===== src/rtl/ppc_pkg.sv =====
package ppc_pkg;

    // Fixed geometry of the external memories and of the 4:2:2 byte groups.
    localparam int SRAM_AW     = 19;
    localparam int PIX_W       = 8;
    localparam int GROUP_BYTES = 16;
    localparam int GROUP_SLOTS = 6;

    typedef enum logic [1:0] {
        WR_IDLE   = 2'd0,
        WR_SETUP  = 2'd1,
        WR_STROBE = 2'd2
    } wr_state_e;

    typedef struct packed {
        logic               ce_n;
        logic               we_n;
        logic [SRAM_AW-1:0] addr;
        logic [PIX_W-1:0]   data;
    } sram_port_t;

    // Positions inside a 16-byte group (Cb Y Cr Y ...) that survive
    // decimation: Cb0, Y0, Cr0, Y2, Y4, Y6. They arrive in storage order.
    function automatic logic slot_kept(input logic [3:0] pos);
        return (pos == 4'd0) || (pos == 4'd1) || (pos == 4'd2) ||
               (pos == 4'd5) || (pos == 4'd9) || (pos == 4'd13);
    endfunction

endpackage


===== src/rtl/ppc_sampler.sv =====
module ppc_sampler
    import ppc_pkg::*;
#(
    parameter int IN_W      = 720,
    parameter int OUT_W     = 352,
    parameter int OUT_LINES = 288
) (
    input  logic             clk,
    input  logic             rst,
    input  logic [PIX_W-1:0] pix_i,
    input  logic             href_i,
    input  logic             vref_i,
    output logic             push_o,
    output logic [PIX_W-1:0] push_data_o,
    output logic             vref_rise_o,
    output logic             lines_full_o
);

    localparam int LINE_BYTES  = 2 * IN_W;
    localparam int KEEP_GROUPS = OUT_W / 4;
    localparam int BCW         = $clog2(LINE_BYTES + 1);
    localparam int LCW         = $clog2(OUT_LINES + 1);
    localparam int GRP_SH      = $clog2(GROUP_BYTES);

    localparam logic [BCW-1:0] BYTE_MAX  = BCW'(LINE_BYTES);
    localparam logic [BCW-1:0] GROUP_LIM = BCW'(KEEP_GROUPS);
    localparam logic [LCW-1:0] LINE_LIM  = LCW'(OUT_LINES);

    logic           href_q;
    logic           vref_q;
    logic           odd_q;
    logic           keep_q;
    logic [BCW-1:0] byte_cnt;
    logic [LCW-1:0] line_cnt;

    logic [BCW-1:0] group;
    logic [3:0]     pos;
    logic           room;
    logic           take;
    logic           line_end;

    always_comb begin
        group       = byte_cnt >> GRP_SH;
        pos         = byte_cnt[3:0];
        room        = keep_q && (line_cnt < LINE_LIM);
        take        = room && vref_i && href_i && (group < GROUP_LIM) && slot_kept(pos);
        // the line is counted against the field level seen on the previous edge
        line_end    = room && vref_q && href_q && !href_i;
        vref_rise_o = vref_i && !vref_q;
    end

    assign lines_full_o = keep_q && (line_cnt == LINE_LIM);

    always_ff @(posedge clk) begin
        if (rst) begin
            href_q      <= 1'b0;
            vref_q      <= 1'b0;
            odd_q       <= 1'b0;
            keep_q      <= 1'b0;
            byte_cnt    <= '0;
            line_cnt    <= '0;
            push_o      <= 1'b0;
            push_data_o <= '0;
        end else begin
            href_q      <= href_i;
            vref_q      <= vref_i;
            push_o      <= take && !vref_rise_o;
            push_data_o <= pix_i;
            if (vref_rise_o) begin
                odd_q    <= !odd_q;
                keep_q   <= !odd_q;
                line_cnt <= '0;
                byte_cnt <= '0;
            end else begin
                if (!href_i) begin
                    byte_cnt <= '0;
                end else if (byte_cnt != BYTE_MAX) begin
                    byte_cnt <= byte_cnt + 1'b1;
                end
                if (line_end) begin
                    line_cnt <= line_cnt + 1'b1;
                end
            end
        end
    end

endmodule


===== src/rtl/ppc_fifo.sv =====
module ppc_fifo #(
    parameter int W     = 8,
    parameter int DEPTH = 4
) (
    input  logic         clk,
    input  logic         rst,
    input  logic         push_i,
    input  logic [W-1:0] data_i,
    input  logic         pop_i,
    output logic [W-1:0] data_o,
    output logic         empty_o
);

    localparam int AW = (DEPTH > 1) ? $clog2(DEPTH) : 1;
    localparam int CW = $clog2(DEPTH + 1);

    localparam logic [AW-1:0] LAST  = AW'(DEPTH - 1);
    localparam logic [CW-1:0] FULLC = CW'(DEPTH);

    logic [W-1:0]  mem [DEPTH];
    logic [AW-1:0] wp;
    logic [AW-1:0] rp;
    logic [CW-1:0] cnt;
    logic          do_push;
    logic          do_pop;

    assign do_push = push_i && (cnt != FULLC);
    assign do_pop  = pop_i && (cnt != '0);
    assign data_o  = mem[rp];
    assign empty_o = (cnt == '0);

    always_ff @(posedge clk) begin
        if (do_push) begin
            mem[wp] <= data_i;
        end
    end

    always_ff @(posedge clk) begin
        if (rst) begin
            wp  <= '0;
            rp  <= '0;
            cnt <= '0;
        end else begin
            if (do_push) begin
                wp <= (wp == LAST) ? '0 : wp + 1'b1;
            end
            if (do_pop) begin
                rp <= (rp == LAST) ? '0 : rp + 1'b1;
            end
            case ({do_push, do_pop})
                2'b10:   cnt <= cnt + 1'b1;
                2'b01:   cnt <= cnt - 1'b1;
                default: cnt <= cnt;
            endcase
        end
    end

endmodule


===== src/rtl/ppc_writer.sv =====
module ppc_writer
    import ppc_pkg::*;
(
    input  logic                   clk,
    input  logic                   rst,
    input  logic                   fifo_empty_i,
    input  logic [PIX_W-1:0]       fifo_data_i,
    input  logic                   bank_i,
    input  logic                   addr_clr_i,
    output logic                   pop_o,
    output logic                   busy_o,
    output sram_port_t [1:0]       port_o
);

    wr_state_e          state;
    logic [SRAM_AW-1:0] addr_q;
    logic [PIX_W-1:0]   data_q;

    // A new byte is taken when idle or while the current strobe ends.
    assign pop_o  = !fifo_empty_i && (state != WR_SETUP);
    assign busy_o = (state != WR_IDLE);

    always_ff @(posedge clk) begin
        if (rst) begin
            state  <= WR_IDLE;
            addr_q <= '0;
            data_q <= '0;
        end else begin
            case (state)
                WR_IDLE: begin
                    if (pop_o) begin
                        state  <= WR_SETUP;
                        data_q <= fifo_data_i;
                    end
                end
                WR_SETUP: begin
                    state <= WR_STROBE;
                end
                WR_STROBE: begin
                    if (pop_o) begin
                        state  <= WR_SETUP;
                        data_q <= fifo_data_i;
                    end else begin
                        state <= WR_IDLE;
                    end
                end
                default: state <= WR_IDLE;
            endcase
            if (addr_clr_i) begin
                addr_q <= '0;
            end else if (state == WR_STROBE) begin
                addr_q <= addr_q + 1'b1;
            end
        end
    end

    for (genvar b = 0; b < 2; b++) begin : g_port
        localparam logic MINE = 1'(b);
        sram_port_t p;
        always_comb begin
            p.ce_n = !((state != WR_IDLE) && (bank_i == MINE));
            p.we_n = !((state == WR_STROBE) && (bank_i == MINE));
            p.addr = (bank_i == MINE) ? addr_q : '0;
            p.data = (bank_i == MINE) ? data_q : '0;
        end
        assign port_o[b] = p;
    end

endmodule


===== src/rtl/ppc_bank_ctrl.sv =====
module ppc_bank_ctrl #(
    parameter int IRQ_LEN = 4
) (
    input  logic clk,
    input  logic rst,
    input  logic vref_rise_i,
    input  logic lines_full_i,
    input  logic drained_i,
    output logic bank_o,
    output logic irq_o
);

    localparam int ICW = $clog2(IRQ_LEN + 1);
    localparam logic [ICW-1:0] IRQ_LOAD = ICW'(IRQ_LEN);

    logic           fired_q;
    logic           pend_q;
    logic           bank_q;
    logic [ICW-1:0] irq_cnt;
    logic           done_evt;

    assign done_evt = lines_full_i && drained_i && !fired_q;
    assign bank_o   = bank_q;
    assign irq_o    = (irq_cnt != '0);

    always_ff @(posedge clk) begin
        if (rst) begin
            fired_q <= 1'b0;
            pend_q  <= 1'b0;
            bank_q  <= 1'b0;
            irq_cnt <= '0;
        end else begin
            if (done_evt) begin
                irq_cnt <= IRQ_LOAD;
            end else if (irq_cnt != '0) begin
                irq_cnt <= irq_cnt - 1'b1;
            end
            if (vref_rise_i) begin
                fired_q <= 1'b0;
                pend_q  <= 1'b0;
                if (pend_q || done_evt) begin
                    bank_q <= !bank_q;
                end
            end else if (done_evt) begin
                fired_q <= 1'b1;
                pend_q  <= 1'b1;
            end
        end
    end

endmodule


===== src/rtl/pingpong_capture_ctrl.sv =====
module pingpong_capture_ctrl
    import ppc_pkg::*;
#(
    parameter int IN_W       = 720,
    parameter int OUT_W      = 352,
    parameter int OUT_LINES  = 288,
    parameter int IRQ_LEN    = 4,
    parameter int FIFO_DEPTH = 4
) (
    input  logic                 clk,
    input  logic                 rst,
    input  logic [PIX_W-1:0]     pix_i,
    input  logic                 href_i,
    input  logic                 vref_i,
    output logic [PIX_W-1:0]     sram_a_data_o,
    output logic [SRAM_AW-1:0]   sram_a_addr_o,
    output logic                 sram_a_ce_n_o,
    output logic                 sram_a_we_n_o,
    output logic [PIX_W-1:0]     sram_b_data_o,
    output logic [SRAM_AW-1:0]   sram_b_addr_o,
    output logic                 sram_b_ce_n_o,
    output logic                 sram_b_we_n_o,
    output logic                 iso_a_o,
    output logic                 iso_b_o,
    output logic                 dsp_irq_o
);

    logic             push;
    logic [PIX_W-1:0] push_data;
    logic             vref_rise;
    logic             lines_full;
    logic [PIX_W-1:0] fifo_data;
    logic             fifo_empty;
    logic             pop;
    logic             busy;
    logic             bank;
    sram_port_t [1:0] ports;

    ppc_sampler #(
        .IN_W      (IN_W),
        .OUT_W     (OUT_W),
        .OUT_LINES (OUT_LINES)
    ) u_sampler (
        .clk          (clk),
        .rst          (rst),
        .pix_i        (pix_i),
        .href_i       (href_i),
        .vref_i       (vref_i),
        .push_o       (push),
        .push_data_o  (push_data),
        .vref_rise_o  (vref_rise),
        .lines_full_o (lines_full)
    );

    ppc_fifo #(
        .W     (PIX_W),
        .DEPTH (FIFO_DEPTH)
    ) u_fifo (
        .clk     (clk),
        .rst     (rst),
        .push_i  (push),
        .data_i  (push_data),
        .pop_i   (pop),
        .data_o  (fifo_data),
        .empty_o (fifo_empty)
    );

    ppc_writer u_writer (
        .clk          (clk),
        .rst          (rst),
        .fifo_empty_i (fifo_empty),
        .fifo_data_i  (fifo_data),
        .bank_i       (bank),
        .addr_clr_i   (vref_rise),
        .pop_o        (pop),
        .busy_o       (busy),
        .port_o       (ports)
    );

    ppc_bank_ctrl #(
        .IRQ_LEN (IRQ_LEN)
    ) u_bank (
        .clk          (clk),
        .rst          (rst),
        .vref_rise_i  (vref_rise),
        .lines_full_i (lines_full),
        .drained_i    (fifo_empty && !busy && !push),
        .bank_o       (bank),
        .irq_o        (dsp_irq_o)
    );

    assign sram_a_data_o = ports[0].data;
    assign sram_a_addr_o = ports[0].addr;
    assign sram_a_ce_n_o = ports[0].ce_n;
    assign sram_a_we_n_o = ports[0].we_n;
    assign sram_b_data_o = ports[1].data;
    assign sram_b_addr_o = ports[1].addr;
    assign sram_b_ce_n_o = ports[1].ce_n;
    assign sram_b_we_n_o = ports[1].we_n;
    assign iso_a_o       = !bank;
    assign iso_b_o       = bank;

endmodule


===== config.mk =====
export PLATFORM = sky130hd
export DESIGN_NAME = pingpong_capture_ctrl
export DESIGN_NICKNAME = d
export VERILOG_FILES = /design/src/rtl/ppc_pkg.sv /design/src/rtl/ppc_sampler.sv /design/src/rtl/ppc_fifo.sv /design/src/rtl/ppc_writer.sv /design/src/rtl/ppc_bank_ctrl.sv /design/src/rtl/pingpong_capture_ctrl.sv
export SDC_FILE = /design/constraint.sdc
export NUM_CORES = 1
export LEC_CHECK = 0
export CAP_MARGIN = 5
export CELL_PAD_IN_SITES_DETAIL_PLACEMENT = 1
export CELL_PAD_IN_SITES_GLOBAL_PLACEMENT = 2
export CORE_MARGIN = 2
export CORE_UTILIZATION = 34
export CTS_CLUSTER_SIZE = 28
export DETAILED_ROUTE_END_ITERATION = 16
export MAX_ROUTING_LAYER = met4
export PLACE_DENSITY = 0.89
export SYNTH_ARGS = -nofsm -noshare
export SYNTH_HDL_FRONTEND = slang
export SYNTH_SLANG_ARGS = --single-unit

===== constraint.sdc =====
create_clock -name clk -period 2.6 [get_ports clk]
set_input_delay 0.39 -clock clk [delete_from_list [all_inputs] [get_ports clk]]
set_output_delay 0.39 -clock clk [all_outputs]
set_load 0.02 [all_outputs]

==> run summary, run 1 <==
• DR DRC count: 0
• instance count of the mapped netlist: 472
• cell taking the most area after synthesis: sky130_fd_sc_hd__dfxtp_1
• Synthesized Nets: 501
• number of setup violations in the final report: 0
• worst supply voltage drop on vdd: 0.000407 V
• total number of H-tree levels: 3
• pin count of the biggest net entering global routing: 57
• reported max-cap violation count: 0
• Core ar.: 13,700 µm²
• share of the synthesized area in the top cell type: 30.8%
• Hold Path Cell Cnt: 2
• Antenna Violating Nets Remaining: 0
• via count: 3,508
• cell total after placement: 711
• maximum buffer depth of the clock tree: 2
• max-slew headroom at the worst pin: 56.4%
• vias in the first global route: 3,566
• crit end category: primary output
• minimum setup slack after placement: 0.344 ns
• Fin. Hold Viols: 0
• worst reg2reg path depth: 8
• antenna violations before repair: 0
• endpoint arrival time on the critical path: 1.91 ns
• power density of the placed cells: 722 nW/µm²
• startpoint class of the critical path: flop
• crit path max fanout: 5
• global-route wire length before repair: 17,700 µm
• Std-Cell Rows: 43
• number of unique standard cell types used by synthesis: 43
• start of the worst register-to-register path: u_writer.state[1]$_SDFFE_PP0P_
• Peak Freq: 435 MHz
• cts hold-fix bufs: 0
• outcome: finished clean
• Clock Latency Late Sink: 0.34 ns
• Die Y: 122 µm
• detailed-placement wirelength estimate: 7840 µm
• mean number of vias per cell: 4.83
• number of enable-type register cells in the synthesized netlist: 32
• share of cells above drive strength 1: 5.67%
• first-pass iteration count of the detailed router: 4
• number of clock sinks: 105
• Worst Setup Slack, final: 0.302 ns
• top area cells in the synthesized netlist: sky130_fd_sc_hd__dfxtp_1, sky130_fd_sc_hd__edfxtp_1, sky130_fd_sc_hd__nor2b_1, sky130_fd_sc_hd__ha_1, sky130_fd_sc_hd__nor2_1
• buffers inserted during post-CTS setup optimization: 0
• average routed wire per standard cell: 14.6 µm
• number of CTS-inserted buffers: 9
• fin crit share: 88.4%
• min-delay src: u_writer.data_q[4]$_SDFFE_PP0P_
• sequential cell area fraction in the yosys report: 51.1%
• Area Overhead vs Synth: 26.3%
• total congestion overflow: 0
• setup repair after global routing missed its margin: no
• CTS Root Cell: sky130_fd_sc_hd__clkbuf_16
• Area after DPL: 5660 µm²
• fin. max-slew vios: 0
• starting utilization of the core area: 34.5%
• global-route usage over all layers: 15.4%
• Die ar.: 14,900 µm²
• Starting DRT DRC Count: 184
• setup clock skew after layout: 0.00652 ns
• port buffer count: 72
• warnings from Yosys: 0
• Post-synth top flop: sky130_fd_sc_hd__dfxtp_1
• clock tree from TritonCTS: yes
• number of top-level design ports: 73
• data required time at the worst endpoint: 2.21 ns
• post-layout instance area: 5980 µm²
• Post-Syn Area per Cell: 10.0 µm²
• wirelength, routed: 10,600 µm
• Crit Path Category: flop to primary output
• Final Non-Filler Cells: 727
• ys async rst share: 0%
• clock-pin transition on the worst setup and hold timing paths: 0.07 ns
• area of the mapped netlist: 4740 µm²
• final weighted congestion in routability-driven placement: 0.823
• number of synthesized register bits: 105
• critical path launch point: u_bank.irq_cnt[0]$_SDFFE_PP0P_
• aggregate negative setup slack: 0 ns
• transition at the pin with the smallest max-transition slack: 0.653 ns
• antenna diode count: 0
• net count reported at finish: 571
• CTS-repair resized insts: 0
• total leakage power: 0.00210 µW
• Horiz. Die Dim: 122 µm
• worst min path class: flop to flop
• Final min period: 2.30 ns
[area by class of cell]
cell class,count,area (µm²)
fill,1533,7730
sequential,105,2420
multi-input combinational,328,2170
timing repair buffer,77,771
clock buffer,11,243
tap,180,225
clock inverter,5,78.8
inverter,21,78.8
[worst max-delay path, stage by stage, from the launching register on]
cell and delay [ns]:
sky130_fd_sc_hd__dfxtp_1 0.35, sky130_fd_sc_hd__inv_1 0.05, sky130_fd_sc_hd__ha_1 0.21, sky130_fd_sc_hd__ha_1 0.28
sky130_fd_sc_hd__inv_1 0.08, sky130_fd_sc_hd__clkdlybuf4s50_1 0.60
[layer usage]
layer  part of all wire [%]  global-route usage, %  vias to the layer above
met5                      0                      -                        -
met4                    1.2                   4.67                        0
met3                    3.9                   2.62                       11
met2                     49                   25.5                       61
met1                     46                   19.4                     1675
li1                       -                      -                     1761
[logic make-up after synthesis]
family | share of synthesized area (%)
muxes | 5.49
and+or+nand+nor | 25.1
buffers and inverters | 3.17
AOI/OAI and AO/OA | 5.86
adders and majority gates | 4.65
DFF | 51.1
xor gates and xnor gates | 4.62
[placed cells by master (no fill, tap or decap), types with 3 or more instances in the layout]
| master | count |
|---|---|
| sky130_fd_sc_hd__dfxtp_1 | 73 |
| sky130_fd_sc_hd__clkdlybuf4s50_1 | 72 |
| sky130_fd_sc_hd__nor2_1 | 51 |
| sky130_fd_sc_hd__nor2b_1 | 37 |
| sky130_fd_sc_hd__nand2_1 | 34 |
| sky130_fd_sc_hd__edfxtp_1 | 32 |
| sky130_fd_sc_hd__and2_1 | 30 |
| sky130_fd_sc_hd__a21oi_1 | 27 |
| sky130_fd_sc_hd__inv_1 | 20 |
| sky130_fd_sc_hd__ha_1 | 16 |
| sky130_fd_sc_hd__o21ai_0 | 15 |
| sky130_fd_sc_hd__xor2_1 | 13 |
| sky130_fd_sc_hd__nand3_1 | 12 |
| sky130_fd_sc_hd__xnor2_1 | 12 |
| sky130_fd_sc_hd__nand4_1 | 11 |
| sky130_fd_sc_hd__or3_1 | 11 |
| sky130_fd_sc_hd__clkbuf_16 | 9 |
| sky130_fd_sc_hd__nor3_1 | 8 |
| sky130_fd_sc_hd__mux2i_1 | 8 |
| sky130_fd_sc_hd__mux4_2 | 8 |
| sky130_fd_sc_hd__or4_1 | 5 |
| sky130_fd_sc_hd__buf_4 | 4 |
| sky130_fd_sc_hd__nand2b_1 | 3 |
| sky130_fd_sc_hd__and4_1 | 3 |
| sky130_fd_sc_hd__o31ai_1 | 3 |
[cell usage after synthesis, types with 5 or more instances]
master                     instances
sky130_fd_sc_hd__edfxtp_1         32
sky130_fd_sc_hd__mux2i_1           8
sky130_fd_sc_hd__a21oi_1          27
sky130_fd_sc_hd__nor2_1           51
sky130_fd_sc_hd__nand4_1          11
sky130_fd_sc_hd__ha_1             16
sky130_fd_sc_hd__or4_1             5
sky130_fd_sc_hd__nor3_1            8
sky130_fd_sc_hd__o21ai_0          15
sky130_fd_sc_hd__mux4_2            8
sky130_fd_sc_hd__clkbuf_1         14
sky130_fd_sc_hd__xnor2_1          12
sky130_fd_sc_hd__and2_1           30
sky130_fd_sc_hd__nand2_1          34
sky130_fd_sc_hd__or3_1            11
sky130_fd_sc_hd__inv_1            20
sky130_fd_sc_hd__xor2_1           13
sky130_fd_sc_hd__nor2b_1          37
sky130_fd_sc_hd__nand3_1          12
sky130_fd_sc_hd__dfxtp_1          73
[sequential cells by signal (all words and copies together), names as in the netlist]
register	count
u_writer.data_q	8
u_sampler.byte_cnt	11
u_fifo.mem	32
u_bank.fired_q	1
u_sampler.push_data_o	8
u_sampler.vref_q	1
u_sampler.line_cnt	9
u_writer.addr_q	19
u_writer.state	2
u_bank.bank_o	1
u_sampler.push_o	1
u_sampler.href_q	1
u_fifo.rp	2
u_fifo.cnt	3
u_sampler.odd_q	1
u_bank.irq_cnt	3
u_fifo.wp	2
[report_power, final]
part	internal (µW)	switching, µW	leakage, µW
combinational	441	481	0.00107
clock	867	586	0.000149
sequential	1800	142	0.000885
total	3110	1210	0.00210
[stage by stage]
stage	hold slack, ns	utilization (%)	total power (µW)
finish	0.467	43.6	4320
global route	0.497	43.6	4550
CTS	0.469	43.6	4380
detailed placement	0.460	41.3	2920
global placement	0.446	41.3	2860
floorplan	0.438	-	2560
[final timing paths]
path,to,slack (ns)
min reg2reg,u_writer.data_q[4]$_SDFFE_PP0P_,0.47
min,u_writer.data_q[4]$_SDFFE_PP0P_,0.47
max,dsp_irq_o,0.30
max reg2reg,u_fifo.cnt[2]$_SDFFE_PP0P_,0.33
No activity file was read; power rests on OpenSTA's default activity.
==> inputs of run 2 (changes only) <==
--- a/config.mk
+++ b/config.mk
@@ -6,14 +6,13 @@
 export NUM_CORES = 1
 export LEC_CHECK = 0
 export CAP_MARGIN = 5
-export CELL_PAD_IN_SITES_DETAIL_PLACEMENT = 1
-export CELL_PAD_IN_SITES_GLOBAL_PLACEMENT = 2
+export CELL_PAD_IN_SITES_DETAIL_PLACEMENT = 0
+export CELL_PAD_IN_SITES_GLOBAL_PLACEMENT = 1
 export CORE_MARGIN = 2
-export CORE_UTILIZATION = 34
+export CORE_UTILIZATION = 35
 export CTS_CLUSTER_SIZE = 28
 export DETAILED_ROUTE_END_ITERATION = 16
-export MAX_ROUTING_LAYER = met4
-export PLACE_DENSITY = 0.89
+export PLACE_DENSITY = 0.79
 export SYNTH_ARGS = -nofsm -noshare
 export SYNTH_HDL_FRONTEND = slang
 export SYNTH_SLANG_ARGS = --single-unit
==> run summary, run 2 (synthesis results as in run 1) <==
• data required time at the worst endpoint: 2.21 ns, about the same
• startpoint class of the critical path: flop, unchanged
• vias in the first global route: 3,375, was 3,566
• commonest non-fill, non-tap cells in the layout: sky130_fd_sc_hd__dfxtp_1, sky130_fd_sc_hd__clkdlybuf4s50_1, sky130_fd_sc_hd__nor2_1, unchanged
• Horiz. Die Dim: 120 µm, was 122 µm
• fin. max-slew vios: 0, unchanged
• Die Y: 120 µm, was 122 µm
• aggregate negative setup slack: 0 ns, unchanged
• max-slew headroom at the worst pin: 57.6%, was 56.4%
• number of clock sinks: 105, unchanged
• buffers inserted during post-CTS setup optimization: 0, unchanged
• share of cells above drive strength 1: 6.20%, was 5.67%
• clock tree from TritonCTS: yes, unchanged
• endpoint arrival time on the critical path: 1.94 ns, was 1.91 ns
• Final Non-Filler Cells: 724, was 727
• cell total after placement: 708, was 711
• DR DRC count: 0, unchanged
• outcome: finished clean, unchanged
• CP Cell Sequence: inv_1 -> ha_1 -> ha_1 -> inv_1 -> clkdlybuf4s50_1, unchanged
• Core ar.: 13,200 µm², was 13,700 µm²
• worst min path class: flop to flop, unchanged
• Crit Path Category: flop to primary output, unchanged
• global-route wire length before repair: 15,800 µm, was 17,700 µm
• Die ar.: 14,500 µm², was 14,900 µm²
• number of top-level design ports: 73, unchanged
• Fin. Hold Viols: 0, unchanged
• crit path max fanout: 5, unchanged
• Antenna Violating Nets Remaining: 0, unchanged
• Final min period: 2.33 ns, was 2.30 ns
• crit end category: primary output, unchanged
• number of setup violations in the final report: 0, unchanged
• wirelength, routed: 9410 µm, was 10,600 µm
• final weighted congestion in routability-driven placement: 0.727, was 0.823
• Clock Latency Late Sink: 0.35 ns, was 0.34 ns
• average routed wire per standard cell: 13.0 µm, was 14.6 µm
• number of flip-flops in the largest register: 32, unchanged
• post-layout instance area: 5980 µm², about the same
• CTS-repair resized insts: 0, unchanged
• total number of H-tree levels: 3, unchanged
• maximum buffer depth of the clock tree: 2, unchanged
• cts hold-fix bufs: 0, unchanged
• cell with the largest stage delay on the worst path: sky130_fd_sc_hd__clkdlybuf4s50_1, unchanged
• detailed-placement wirelength estimate: 6790 µm, was 7840 µm
• setup repair after global routing missed its margin: no, unchanged
• Std-Cell Rows: 42, was 43
• total leakage power: 0.00211 µW, was 0.00210 µW
• clock-pin transition on the worst setup and hold timing paths: 0.08 ns, was 0.07 ns
• first-pass iteration count of the detailed router: 4, unchanged
• CTS Root Cell: sky130_fd_sc_hd__clkbuf_16, unchanged
• fin crit share: 89.6%, was 88.4%
• Worst path max stage delay: 0.61 ns, was 0.60 ns
• global-route usage over all layers: 13.6%, was 15.4%
• Area after DPL: 5670 µm², was 5660 µm²
• most common library cell in the layout ignoring fill and taps: sky130_fd_sc_hd__dfxtp_1, unchanged
• transition at the pin with the smallest max-transition slack: 0.635 ns, was 0.653 ns
• largest reg by FF count: u_fifo.mem, unchanged
• via count: 3,452, was 3,508
• setup slack of the most critical reg-to-reg path: 0.28 ns, was 0.33 ns
• mean number of vias per cell: 4.77, was 4.83
• antenna diode count: 0, unchanged
• setup clock skew after layout: 0.0100 ns, was 0.00652 ns
• power density of the placed cells: 707 nW/µm², was 722 nW/µm²
• number of CTS-inserted buffers: 9, unchanged
• starting utilization of the core area: 35.8%, was 34.5%
• antenna violations before repair: 0, unchanged
• port buffer count: 72, unchanged
• biggest registers after layout: u_fifo.mem: 32 flops, u_writer.addr_q: 19 flops, u_sampler.byte_cnt: 11 flops, unchanged
• Area Overhead vs Synth: 26.2%, was 26.3%
• reported max-cap violation count: 0, unchanged
• total congestion overflow: 0, unchanged
• Starting DRT DRC Count: 228, was 184
• pin count of the biggest net entering global routing: 56, was 57
• Peak Freq: 429 MHz, was 435 MHz
• net count reported at finish: 572, was 571
• worst supply voltage drop on vdd: 0.000423 V, was 0.000407 V
run 2: worst max-delay path, delay by kind of cell, from the launching register on:
family,cells,cell delay [ns]
buf+inv,3,0.75
fa+ha+maj,2,0.49
flops,1,0.35
run 2: report_power, final:
group	switching (µW)	internal (µW)	total, µW
clock network	683	696	1380
logic	466	439	905
registers	140	1800	1940
total	1290	2940	4230
run 2: area by class of cell:
class / count / area, µm²
well taps: 176 / 220
fillers: 1242 / 7260
clock inverters: 7 / 91.3
inverters: 21 / 78.8
clock buffers: 9 / 225
repair buffers: 78 / 778
flip-flops and latches: 105 / 2420
multi-input cells: 328 / 2170
run 2: path summary, 6_finish.rpt:
kind / start / to / depth (start not counted)
setup / recovery: u_bank.irq_cnt[0]$_SDFFE_PP0P_ / dsp_irq_o / 5
hold / removal: u_writer.data_q[3]$_SDFFE_PP0P_ / u_writer.data_q[3]$_SDFFE_PP0P_ / 2
setup reg to reg: u_writer.state[1]$_SDFFE_PP0P_ / u_fifo.cnt[2]$_SDFFE_PP0P_ / 8
hold reg to reg: u_writer.data_q[3]$_SDFFE_PP0P_ / u_writer.data_q[3]$_SDFFE_PP0P_ / 2
run 2: per-layer routing:
| metal | GRT usage (%) | share of wire, % | wire (µm) | vias to the layer above |
|---|---|---|---|---|
| met1 | 16.2 | 46 | 4290 | 1606 |
| met2 | 24.0 | 49 | 4590 | 62 |
| li1 | - | - | - | 1771 |
| met5 | 0 | 0 | 0 | - |
| met4 | 4.72 | 1.4 | 134 | 0 |
| met3 | 3.16 | 4.2 | 392 | 13 |
run 2: through the flow:
stage,setup WS [ns],hold WS [ns],power [µW],util (%)
2_1_floorplan,0.538,0.438,2560,-
3_3_place_gp,0.430,0.447,2860,42.8
3_5_place_dp,0.300,0.463,2890,42.8
4_1_cts,0.241,0.480,4280,45.2
5_1_grt,0.0784,0.493,4450,45.2
6_report,0.270,0.473,4230,45.2
==> inputs of run 3 (changes only) <==
--- a/config.mk
+++ b/config.mk
@@ -12,7 +12,8 @@
 export CORE_UTILIZATION = 35
 export CTS_CLUSTER_SIZE = 28
 export DETAILED_ROUTE_END_ITERATION = 16
-export PLACE_DENSITY = 0.79
+export PLACE_DENSITY = 0.78
 export SYNTH_ARGS = -nofsm -noshare
 export SYNTH_HDL_FRONTEND = slang
+export SYNTH_HIERARCHICAL = 1
 export SYNTH_SLANG_ARGS = --single-unit
==> run summary, run 3 <==
• buffers inserted during post-CTS setup optimization: 0, unchanged
• Starting DRT DRC Count: 195, was 228
• cell with the most instances after synthesis: sky130_fd_sc_hd__dfxtp_1, unchanged
• first-pass iteration count of the detailed router: 4, unchanged
• starting utilization of the core area: 35.7%, was 35.8%
• number of clock sinks: 107, was 105
• Std-Cell Rows: 43, was 42
• FILL cells: 1,328, was 1,242
• mean number of vias per cell: 4.91, was 4.77
• aggregate negative setup slack: 0 ns, unchanged
• global-route usage over all layers: 13.1%, was 13.6%
• reported max-cap violation count: 0, unchanged
• worst min path class: flop to flop, unchanged
• outcome: finished clean, unchanged
• Clock Latency Late Sink: 0.35 ns, about the same
• Seq. cell area: 2460 µm², was 2420 µm²
• antenna diode count: 0, unchanged
• number of synthesized register bits: 107, was 105
• maximum buffer depth of the clock tree: 2, unchanged
• Antenna Violating Nets Remaining: 0, unchanged
• top area cells in the synthesized netlist: sky130_fd_sc_hd__dfxtp_1, sky130_fd_sc_hd__edfxtp_1, sky130_fd_sc_hd__nor2b_1, sky130_fd_sc_hd__ha_1, sky130_fd_sc_hd__mux4_2, was sky130_fd_sc_hd__dfxtp_1, sky130_fd_sc_hd__edfxtp_1, sky130_fd_sc_hd__nor2b_1, sky130_fd_sc_hd__ha_1, sky130_fd_sc_hd__nor2_1
• Area Overhead vs Synth: 24.0%, was 26.2%
• share of the synthesized area in the top cell type: 30.3%, was 30.8%
• Fin. Hold Viols: 0, unchanged
• final weighted congestion in routability-driven placement: 0.802, was 0.727
• data required time at the worst endpoint: 2.88 ns, was 2.21 ns
• vias in the first global route: 3,385, was 3,375
• warnings from Yosys: 6, was 0
• setup repair after global routing missed its margin: no, unchanged
• total leakage power: 0.00215 µW, was 0.00211 µW
• fin crit share: 94.8%, was 89.6%
• clock tree from TritonCTS: yes, unchanged
• Die ar.: 15,100 µm², was 14,500 µm²
• commonest non-fill, non-tap cells in the layout: sky130_fd_sc_hd__dfxtp_1, sky130_fd_sc_hd__clkdlybuf4s50_1, sky130_fd_sc_hd__nor2b_1, was sky130_fd_sc_hd__dfxtp_1, sky130_fd_sc_hd__clkdlybuf4s50_1, sky130_fd_sc_hd__nor2_1
• most common library cell in the layout ignoring fill and taps: sky130_fd_sc_hd__dfxtp_1, unchanged
• Die Y: 123 µm, was 120 µm
• net count reported at finish: 585, was 572
• via count: 3,640, was 3,452
• clock-pin transition on the worst setup and hold timing paths: 0.07 ns, was 0.08 ns
• pin count of the biggest net entering global routing: 61, was 56
• wirelength, routed: 9580 µm, was 9410 µm
• setup clock skew after layout: 0.0112 ns, was 0.0100 ns
• average routed wire per standard cell: 12.9 µm, was 13.0 µm
• Peak Freq: 406 MHz, was 429 MHz
• port buffer count: 72, unchanged
• number of setup violations in the final report: 0, unchanged
• Post-synth top flop: sky130_fd_sc_hd__dfxtp_1, unchanged
• endpoint arrival time on the critical path: 2.74 ns, was 1.94 ns
• number of top-level design ports: 73, unchanged
• CTS Root Cell: sky130_fd_sc_hd__clkbuf_16, unchanged
• global-route wire length before repair: 15,800 µm, about the same
• startpoint class of the critical path: flop, unchanged
• crit path max fanout: 6, was 5
• Synthesized Nets: 518, was 501
• biggest registers after layout: u_fifo/mem: 32 flops, u_writer/addr_q: 19 flops, u_sampler/byte_cnt: 11 flops, was u_fifo.mem: 32 flops, u_writer.addr_q: 19 flops, u_sampler.byte_cnt: 11 flops
• most frequent cells after synthesis: sky130_fd_sc_hd__dfxtp_1, sky130_fd_sc_hd__nor2b_1, sky130_fd_sc_hd__a21oi_1, sky130_fd_sc_hd__edfxtp_1, sky130_fd_sc_hd__and2_1, was sky130_fd_sc_hd__dfxtp_1, sky130_fd_sc_hd__nor2_1, sky130_fd_sc_hd__nor2b_1, sky130_fd_sc_hd__nand2_1, sky130_fd_sc_hd__edfxtp_1
• total number of H-tree levels: 3, unchanged
• Horiz. Die Dim: 123 µm, was 120 µm
• total congestion overflow: 0, unchanged
• antenna violations before repair: 0, unchanged
• number of enable-type register cells in the synthesized netlist: 32, unchanged
• Core ar.: 13,900 µm², was 13,200 µm²
• DR DRC count: 0, unchanged
• ys async rst share: 0%, unchanged
• hold slack: 0.478 ns, was 0.473 ns
• Final min period: 2.47 ns, was 2.33 ns
• area of the mapped netlist: 4960 µm², was 4740 µm²
• fin. max-slew vios: 0, unchanged
• max-slew headroom at the worst pin: 62.3%, was 57.6%
• sequential cell area fraction in the yosys report: 49.6%, was 51.1%
• number of unique standard cell types used by synthesis: 50, was 43
• area of combinational cells with multiple inputs: 2310 µm², was 2170 µm²
• detailed-placement wirelength estimate: 6870 µm, was 6790 µm
• CTS-repair resized insts: 0, unchanged
• instance count of the mapped netlist: 489, was 472
• largest reg by FF count: u_fifo/mem, was u_fifo.mem
• transition at the pin with the smallest max-transition slack: 0.560 ns, was 0.635 ns
• power density of the placed cells: 540 nW/µm², was 707 nW/µm²
• number of flip-flops in the largest register: 32, unchanged
• crit end category: flop, was primary output
• worst supply voltage drop on vdd: 0.000280 V, was 0.000423 V
• cell taking the most area after synthesis: sky130_fd_sc_hd__dfxtp_1, unchanged
• Crit Path Category: flop to flop, was flop to primary output
• Post-Syn Area per Cell: 10.1 µm², was 10.0 µm²
• share of cells above drive strength 1: 8.38%, was 6.20%
• setup slack of the most critical reg-to-reg path: 0.13 ns, was 0.28 ns
• cts hold-fix bufs: 0, unchanged
• number of CTS-inserted buffers: 9, unchanged
[run 3: cell types whose count changed in the layout (fill, tap and decap cells not counted), sizes merged, moves of 7 or more]
cell | previous run | this run
nand2 | 34 | 25
a21oi | 27 | 36
nor2 | 51 | 25
nand3 | 12 | 19
xnor2 | 12 | 4
[run 3: layout make-up]
class,instances,area share [%]
flip-flops and latches,107,40.0
multi-input cells,336,37.5
repair buffers,78,12.4
clock buffers,10,4.07
well taps,180,3.66
inverters,24,1.46
clock inverters,6,0.814
[run 3: logic make-up after synthesis]
logic type | count (synthesis) | share of synthesized area, %
buffers and inverters | 46 | 3.88
xor gates and xnor gates | 18 | 3.18
and+or+nand+nor | 215 | 25.7
DFF | 107 | 49.6
muxes | 16 | 5.24
adders and majority gates | 17 | 4.44
AOI/OAI and AO/OA | 70 | 7.92
[run 3: worst paths after layout]
| kind | start | endpoint | cells after the start |
|---|---|---|---|
| hold / removal | u_sampler/push_data_o[4]$_SDFF_PP0_ | u_fifo/mem[0][4]$_DFFE_PP_ | 0 |
| hold reg to reg | u_sampler/push_data_o[4]$_SDFF_PP0_ | u_fifo/mem[0][4]$_DFFE_PP_ | 0 |
| setup reg to reg | u_fifo/cnt[2]$_SDFFE_PP0P_ | u_fifo/cnt[2]$_SDFFE_PP0P_ | 9 |
| setup / recovery | u_fifo/cnt[2]$_SDFFE_PP0P_ | u_fifo/cnt[2]$_SDFFE_PP0P_ | 9 |
[run 3: through the flow]
step	area (µm²)	instances	util (%)	total power [µW]	worst slack [ns]
global placement	5850	725	42.2	2000	0.261
global route	6150	741	44.3	3470	0.0214
detailed placement	5850	725	42.2	2010	0.145
finish	6150	741	44.3	3320	0.134
floorplan	4960	489	-	1940	0.316
CTS	6150	741	44.3	3360	0.135
[run 3: per-layer routing]
| metal | vias to the layer above | track usage, % | part of all wire, % |
|---|---|---|---|
| met2 | 72 | 22.4 | 47 |
| met3 | 9 | 1.94 | 4.0 |
| met5 | - | 0 | 0 |
| met4 | 0 | 5.26 | 1.3 |
| met1 | 1690 | 16.7 | 48 |
| li1 | 1869 | - | - |
[run 3: report_power, final]
| group | internal, µW | total (µW) | switching [µW] | leakage, µW |
|---|---|---|---|---|
| combinational | 95.4 | 211 | 115 | 0.00109 |
| sequential | 1740 | 1760 | 21.2 | 0.000900 |
| clock | 725 | 1340 | 620 | 0.000152 |
[run 3: worst max-delay path: stages, from the launching register on]
cell	delay, ns
sky130_fd_sc_hd__dfxtp_1	0.39
sky130_fd_sc_hd__or3b_4	0.43
sky130_fd_sc_hd__and2_4	0.19
sky130_fd_sc_hd__inv_1	0.05
sky130_fd_sc_hd__ha_1	0.18
sky130_fd_sc_hd__inv_1	0.07
sky130_fd_sc_hd__fa_1	0.37
sky130_fd_sc_hd__xor2_1	0.16
sky130_fd_sc_hd__or3_2	0.41
sky130_fd_sc_hd__a21oi_1	0.15
